`src/rtl/i2cr_pkg.sv`:
```
`timescale 1ns/1ps
package i2cr_pkg;
  localparam logic [6:0] TGT_ADDR   = 7'h6A;
  localparam logic [7:0] OFS_CTRL   = 8'd0;
  localparam logic [7:0] OFS_DIVA   = 8'd1;
  localparam logic [7:0] OFS_DIVB   = 8'd2;
  localparam logic [7:0] OFS_IDENT  = 8'd6;
  localparam int         EN3_BIT    = 5;
  localparam int         EN4_BIT    = 4;
  localparam logic [7:0] DIVA_RST   = 8'h0F;
  localparam logic [7:0] DIVB_RST   = 8'h2E;
  localparam logic [7:0] IDENT_BYTE = 8'h01;

  typedef enum logic [2:0] {
    ST_IDLE, ST_RX, ST_RXACK, ST_TX, ST_TXACK, ST_WAIT
  } link_state_t;

  typedef enum logic [1:0] {
    PH_ADDR, PH_OFFS, PH_CNT, PH_DATA
  } byte_phase_t;
endpackage

```
`src/rtl/i2cr_filt.sv`:
```
`timescale 1ns/1ps
module i2cr_filt #(
  parameter int SYNC_LEN = 2,
  parameter int FILT_LEN = 3
) (
  input  logic clk,
  input  logic rst,
  input  logic raw_i,
  output logic clean_o
);
  logic [SYNC_LEN-1:0] sync_q;
  logic [FILT_LEN-1:0] hist_q;
  localparam logic [FILT_LEN-1:0] ALL1 = {FILT_LEN{1'b1}};
  localparam logic [FILT_LEN-1:0] ALL0 = {FILT_LEN{1'b0}};

  always_ff @(posedge clk) begin
    if (rst) begin
      sync_q  <= {SYNC_LEN{1'b1}};
      hist_q  <= ALL1;
      clean_o <= 1'b1;
    end else begin
      sync_q <= {sync_q[SYNC_LEN-2:0], raw_i};
      hist_q <= {hist_q[FILT_LEN-2:0], sync_q[SYNC_LEN-1]};
      if (hist_q == ALL1)      clean_o <= 1'b1;
      else if (hist_q == ALL0) clean_o <= 1'b0;
    end
  end

  // output only moves after a full run of agreeing samples
  AST_FILTER_RUN: assert property (@(posedge clk) disable iff (rst)
    !$stable(clean_o) |-> ($past(hist_q) == {FILT_LEN{clean_o}}));
endmodule

```
`src/rtl/i2cr_regs.sv`:
```
`timescale 1ns/1ps
module i2cr_regs
  import i2cr_pkg::*;
#(
  parameter int AW = 8,
  parameter int DW = 8
) (
  input  logic          clk,
  input  logic          rst,
  input  logic          wr_en,
  input  logic [AW-1:0] wr_addr,
  input  logic [DW-1:0] wr_data,
  input  logic [AW-1:0] rd_addr,
  output logic [DW-1:0] rd_data,
  output logic          en3,
  output logic          en4,
  output logic [DW-1:0] div_a,
  output logic [DW-1:0] div_b
);
  always_ff @(posedge clk) begin
    if (rst) begin
      en3   <= 1'b1;
      en4   <= 1'b1;
      div_a <= DIVA_RST;
      div_b <= DIVB_RST;
    end else if (wr_en) begin
      case (wr_addr)
        OFS_CTRL: begin
          en3 <= wr_data[EN3_BIT];
          en4 <= wr_data[EN4_BIT];
        end
        OFS_DIVA: div_a <= wr_data;
        OFS_DIVB: div_b <= wr_data;
        default: ;
      endcase
    end
  end

  always_comb begin
    rd_data = '0;
    case (rd_addr)
      OFS_CTRL: begin
        rd_data[EN3_BIT] = en3;
        rd_data[EN4_BIT] = en4;
      end
      OFS_DIVA:  rd_data = div_a;
      OFS_DIVB:  rd_data = div_b;
      OFS_IDENT: rd_data = IDENT_BYTE;
      default:   rd_data = '0;
    endcase
  end

  AST_RESET_VALUES: assert property (@(posedge clk) disable iff (rst)
    $past(rst) |-> (en3 && en4 && div_a == DIVA_RST && div_b == DIVB_RST));

  AST_RO_WRITE_INERT: assert property (@(posedge clk) disable iff (rst)
    (wr_en && wr_addr > OFS_DIVB) |=>
      ($stable(div_a) && $stable(div_b) && $stable(en3) && $stable(en4)));
endmodule

```
`src/rtl/i2cr_target.sv`:
```
`timescale 1ns/1ps
module i2cr_target
  import i2cr_pkg::*;
#(
  parameter int SYNC_LEN = 2,
  parameter int FILT_LEN = 3,
  parameter int AW       = 8
) (
  input  logic       clk,
  input  logic       rst,
  input  logic       scl_i,
  input  logic       sda_i,
  output logic       sda_pull_low,
  output logic       out3_en,
  output logic       out4_en,
  output logic [7:0] div_a,
  output logic [7:0] div_b
);
  localparam int NLINES = 2;
  localparam int BITW   = 4;

  logic [NLINES-1:0] raw_lines, clean_lines;
  assign raw_lines = {sda_i, scl_i};

  for (genvar g = 0; g < NLINES; g++) begin : g_line
    i2cr_filt #(.SYNC_LEN(SYNC_LEN), .FILT_LEN(FILT_LEN)) filt_i (
      .clk(clk), .rst(rst), .raw_i(raw_lines[g]), .clean_o(clean_lines[g]));
  end

  logic scl_f, sda_f, scl_q, sda_q;
  assign scl_f = clean_lines[0];
  assign sda_f = clean_lines[1];

  always_ff @(posedge clk) begin
    if (rst) begin
      scl_q <= 1'b1;
      sda_q <= 1'b1;
    end else begin
      scl_q <= scl_f;
      sda_q <= sda_f;
    end
  end

  logic scl_rise, scl_fall, bus_start, bus_stop;
  assign scl_rise  = scl_f & ~scl_q;
  assign scl_fall  = ~scl_f & scl_q;
  assign bus_start = scl_f & scl_q & sda_q & ~sda_f;
  assign bus_stop  = scl_f & scl_q & ~sda_q & sda_f;

  link_state_t      st;
  byte_phase_t      ph;
  logic [BITW-1:0]  nbits;
  logic [7:0]       shreg;
  logic [AW-1:0]    ptr;
  logic [7:0]       left;
  logic             go_tx;
  logic             ctl_ack;
  logic             wr_en;
  logic [AW-1:0]    wr_addr;
  logic [7:0]       wr_data;
  logic [7:0]       rd_data;

  i2cr_regs #(.AW(AW), .DW(8)) regs_i (
    .clk(clk), .rst(rst),
    .wr_en(wr_en), .wr_addr(wr_addr), .wr_data(wr_data),
    .rd_addr(ptr), .rd_data(rd_data),
    .en3(out3_en), .en4(out4_en), .div_a(div_a), .div_b(div_b));

  always_ff @(posedge clk) begin
    if (rst) begin
      st           <= ST_IDLE;
      ph           <= PH_ADDR;
      nbits        <= '0;
      shreg        <= '0;
      ptr          <= '0;
      left         <= '0;
      go_tx        <= 1'b0;
      ctl_ack      <= 1'b0;
      sda_pull_low <= 1'b0;
      wr_en        <= 1'b0;
      wr_addr      <= '0;
      wr_data      <= '0;
    end else begin
      wr_en <= 1'b0;
      if (bus_start) begin
        st           <= ST_RX;
        ph           <= PH_ADDR;
        nbits        <= '0;
        sda_pull_low <= 1'b0;
      end else if (bus_stop) begin
        st           <= ST_IDLE;
        sda_pull_low <= 1'b0;
      end else begin
        case (st)
          ST_RX: begin
            if (scl_rise) begin
              shreg <= {shreg[6:0], sda_f};
              nbits <= nbits + 1'b1;
            end else if (scl_fall && nbits == BITW'(8)) begin
              case (ph)
                PH_ADDR: begin
                  if (shreg[7:1] == TGT_ADDR) begin
                    sda_pull_low <= 1'b1;
                    st           <= ST_RXACK;
                    go_tx        <= shreg[0];
                    ph           <= PH_OFFS;
                  end else begin
                    st <= ST_WAIT;
                  end
                end
                PH_OFFS: begin
                  ptr          <= shreg;
                  go_tx        <= 1'b0;
                  sda_pull_low <= 1'b1;
                  st           <= ST_RXACK;
                  ph           <= PH_CNT;
                end
                PH_CNT: begin
                  left         <= shreg;
                  go_tx        <= 1'b0;
                  sda_pull_low <= 1'b1;
                  st           <= ST_RXACK;
                  ph           <= PH_DATA;
                end
                default: begin
                  if (left != 8'd0) begin
                    wr_en        <= 1'b1;
                    wr_addr      <= ptr;
                    wr_data      <= shreg;
                    ptr          <= ptr + 1'b1;
                    left         <= left - 1'b1;
                    go_tx        <= 1'b0;
                    sda_pull_low <= 1'b1;
                    st           <= ST_RXACK;
                  end else begin
                    st <= ST_WAIT;
                  end
                end
              endcase
            end
          end
          ST_RXACK: begin
            if (scl_fall) begin
              nbits <= '0;
              if (go_tx) begin
                st           <= ST_TX;
                shreg        <= rd_data;
                sda_pull_low <= ~rd_data[7];
                ptr          <= ptr + 1'b1;
              end else begin
                st           <= ST_RX;
                sda_pull_low <= 1'b0;
              end
            end
          end
          ST_TX: begin
            if (scl_fall) begin
              if (nbits == BITW'(7)) begin
                st           <= ST_TXACK;
                sda_pull_low <= 1'b0;
              end else begin
                nbits        <= nbits + 1'b1;
                shreg        <= {shreg[6:0], 1'b0};
                sda_pull_low <= ~shreg[6];
              end
            end
          end
          ST_TXACK: begin
            if (scl_rise) begin
              ctl_ack <= ~sda_f;
            end else if (scl_fall) begin
              nbits <= '0;
              if (ctl_ack) begin
                st           <= ST_TX;
                shreg        <= rd_data;
                sda_pull_low <= ~rd_data[7];
                ptr          <= ptr + 1'b1;
              end else begin
                st <= ST_WAIT;
              end
            end
          end
          default: ;
        endcase
      end
    end
  end

  AST_SDA_MOVES_SCL_LOW: assert property (@(posedge clk) disable iff (rst)
    !$stable(sda_pull_low) |-> !$past(scl_f));

  AST_NO_DRIVE_IDLE: assert property (@(posedge clk) disable iff (rst)
    (st == ST_IDLE || st == ST_WAIT) |-> !sda_pull_low);

  AST_WRITE_AFTER_BYTE: assert property (@(posedge clk) disable iff (rst)
    wr_en |-> (st == ST_RXACK && sda_pull_low));
endmodule

```
`config.mk`:
```
export PLATFORM = sky130hd
export DESIGN_NAME = i2cr_target
export DESIGN_NICKNAME = d
export VERILOG_FILES = /design/src/rtl/i2cr_pkg.sv /design/src/rtl/i2cr_filt.sv /design/src/rtl/i2cr_regs.sv /design/src/rtl/i2cr_target.sv
export SDC_FILE = /design/constraint.sdc
export NUM_CORES = 1
export LEC_CHECK = 0
export ABC_AREA = 1
export BUFFER_PORTS_ARGS = -buffer_cell sky130_fd_sc_hd__buf_2
export CORE_MARGIN = 2
export CORE_UTILIZATION = 30
export CTS_CLUSTER_SIZE = 40
export DETAILED_ROUTE_END_ITERATION = 16
export SYNTH_ARGS = -nofsm -noshare
export SYNTH_HDL_FRONTEND = slang
export SYNTH_SLANG_ARGS = --single-unit
```
`constraint.sdc`:
```
create_clock -name clk -period 3.7 [get_ports clk]
set_input_delay 0.37 -clock clk [delete_from_list [all_inputs] [get_ports clk]]
set_output_delay 0.37 -clock clk [all_outputs]
set_load 0.05 [all_outputs]
```
==> run summary <==
status: completed
synthesized area: 4480 sq um
RSZ-0062 raised after global routing: false
Syn Nets: 681
H-tree levels: 3
Psw: 1.02 mW
ANT nets after route: 0
Synth area leader: dfxtp_1
DRT iter0 DRCs: 279
count leader, synth: nand2_1
M1 WL: 5650 um
ANT cells: 0
initial antenna violation count: 0
power per cell area: 553 nW/um^2
fin. max-slew vios: 0
Clk pin slew, worst setup/hold paths: 60 ps
Max-slew headroom: 0.597
setup violators final: 0
DR WL/cell: 12.5 um
Final Wtd Congestion: 0.852
post-synthesis register bit count: 85
Syn-to-layout area delta: 12.5%
top layer in use: met4
final hold violation count: 0
Max Freq: 463 MHz
CP arrival: 2370 ps
share of cells above drive strength 1: 0.109
Clock Latency Late Sink: 340 ps
EDFF count, synth: 0
Detailed Place HPWL: 8090 um
Simple-Gate Fraction of Synth Area: 0.338
Adder-Cell Fraction of Synth Area: 0.0363
Initial Util: 0.308
post-synthesis mux area share: 0
required time of the critical path: 3910 ps
syn avg cell area: 6.74 sq um
Sw Ratio: 0.367
num rows: 44
I/O Buffers: 22
ys flop type: dfxtp_1
Tmin final: 2160 ps
total grt overflow: 0
Synth Instances: 664
Clock Skews: 10.6 ps
Fin Setup TNS: 0 ps
LEAKAGE: 2.26 nW
final core occ: 0.347
WL met2: 4660 um
Worst Setup End Kind: register
vias in the first global route: 3,814
Seq/Total Area, Yosys: 0.380
met3 wire length: 437 um
Die X: 126 um
CTS Sinks: 85
vias per inst: 4.65
Compound-Gate Fraction of Synth Area: 0.139
Synth Warn #: 0
min-delay worst type: primary input to register
Worst VDD drop: 252 uV
Total Routing Usage GR: 0.145
largest family of logic cells by synthesized area: simple AND/OR/NAND/NOR gates
final net count: 697
cts repair resizes: 0
first-pass GRT wire length: 18,900 um
area of the core: 14,500 sq um
Root Buffer: clkbuf_16
kind of critical path: register to register
Tcrit/Tclk final: 0.583
CTS tree: built
Distinct cells, synth: 33
Synth area leaders: dfxtp_1, nand2_1, nand3_1
Routed WL: 10,900 um
post-CTS setup buffers: 0
Hold Buf Count CTS: 0
Max Fanout on Critical Path: 20
chip height: 126 um
Vias: 4,043
asr flop ratio synth: 0
Clock Power Share: 0.328
# DRC: 0
Synth Area in XOR/XNOR: 0.0157
Commonest cells post-synth: nand2_1, nor2_1, dfxtp_1
Worst setup SP type: register
Flop pwr share: 0.374
actual slew at the worst max-slew pin: 603 ps
number of max-cap violations: 0
Pint: 1.76 mW
# IOs: 23
TritonCTS buffer count: 9
DR pass1 iterations: 5
CTS max path bufs: 2
largest net degree at the start of global routing: 52
DIE AREA: 15,900 sq um
Yosys top cell area share: 0.380
Comb pwr share: 0.299
[power by group through the flow]
| stage | Sequential, mW | Clock (mW) | Combinational (mW) |
|---|---|---|---|
| floorplan | 1.04 | 0 | 0.667 |
| global placement | 1.06 | 0 | 0.831 |
| detailed placement | 1.06 | 0 | 0.829 |
| CTS | 1.04 | 0.936 | 0.835 |
| global route | 1.05 | 0.981 | 0.957 |
| finish | 1.04 | 0.912 | 0.832 |
[critical path, stage by stage, from the launching register on]
cell and delay (ps):
dfxtp_1 330, inv_1 120, ha_1 160, nand3_1 70, nor2_1 260, nor2_1 100
nand2_1 340, inv_1 340, o21ai_0 240, a21oi_1 70
[cell type report]
type | count | area [sq um]
fill | 1629 | 9500
multi-input combinational | 476 | 2370
sequential | 85 | 1700
inverter | 85 | 319
tap | 184 | 230
clock buffer | 9 | 225
timing repair buffer | 23 | 118
clock inverter | 7 | 73.8
[flip-flops by register name, summed over array words and instances, names as in the netlist]
signal	cells
left	8
ptr	8
regs_i.div_a	8
regs_i.div_b	8
shreg	8
wr_addr	8
wr_data	8
g_line.filt_i.hist_q	6
g_line.filt_i.sync_q	4
nbits	4
st	3
g_line.filt_i.clean_o	2
ph	2
ctl_ack	1
go_tx	1
regs_i.en3	1
regs_i.en4	1
scl_q	1
sda_pull_low	1
sda_q	1
wr_en	1
[cell usage in the layout (no fill, tap or decap), types with 2 or more instances in the layout]
master and n:
nor2_1 86, inv_1 78, nor3_1 9, a21oi_1 40, clkbuf_16 9, nand2_4 2
nand2_1 143, ha_1 13, nand4_1 3, nand2_2 4, xnor2_1 3, inv_6 2
buf_2 22, nor2_4 3, xor2_1 5, nand3_1 67, or2_2 10, clkinv_2 2
a211oi_1 2, nor3_4 2, nor2_2 5, o21ai_0 60, inv_2 6, o211ai_1 10
dfxtp_1 85, o21ai_1 3
[logic make-up (layout without fill, tap and decap cells)]
kind of cell,count (synthesis),after routing
AOI/OAI and AO/OA,117,117
xor gates and xnor gates,8,8
adders and majority gates,13,13
DFF,85,85
and+or+nand+nor,338,338
buffers and inverters,103,124
[routing by layer]
metal / global-route usage / vias up
met5: 0 / -
met4: 0.0394 / 0
met3: 0.0340 / 10
met2: 0.220 / 74
met1: 0.205 / 1795
li1: - / 2164
[path summary, 6_finish.rpt]
path | from | endpoint | slack, ps | depth (start not counted)
worst max register to register | left[0]$_SDFFE_PP0P_ | wr_addr[5]$_SDFFE_PP0P_ | 1540 | 9
worst min register to register | g_line[0].filt_i.sync_q[1]$_SDFF_PP1_ | g_line[0].filt_i.hist_q[0]$_SDFF_PP1_ | 410 | 1
worst min-delay path | sda_i | g_line[1].filt_i.sync_q[0]$_SDFF_PP1_ | 220 | 2
worst max-delay path | left[0]$_SDFFE_PP0P_ | wr_addr[5]$_SDFFE_PP0P_ | 1540 | 9
[per-stage QoR]
stage / setup WS [ps] / cells / hold slack [ps] / instance area (sq um) / total power [mW]
floorplan: 2210 / 664 / 389 / 4480 / 1.70
global placement: 1670 / 853 / 400 / 4740 / 1.89
detailed placement: 1560 / 853 / 400 / 4740 / 1.89
CTS: 1540 / 869 / 209 / 5040 / 2.81
global route: 1220 / 869 / 206 / 5040 / 2.98
finish: 1540 / 869 / 219 / 5040 / 2.78
No activity file was read; power rests on OpenSTA's default activity.
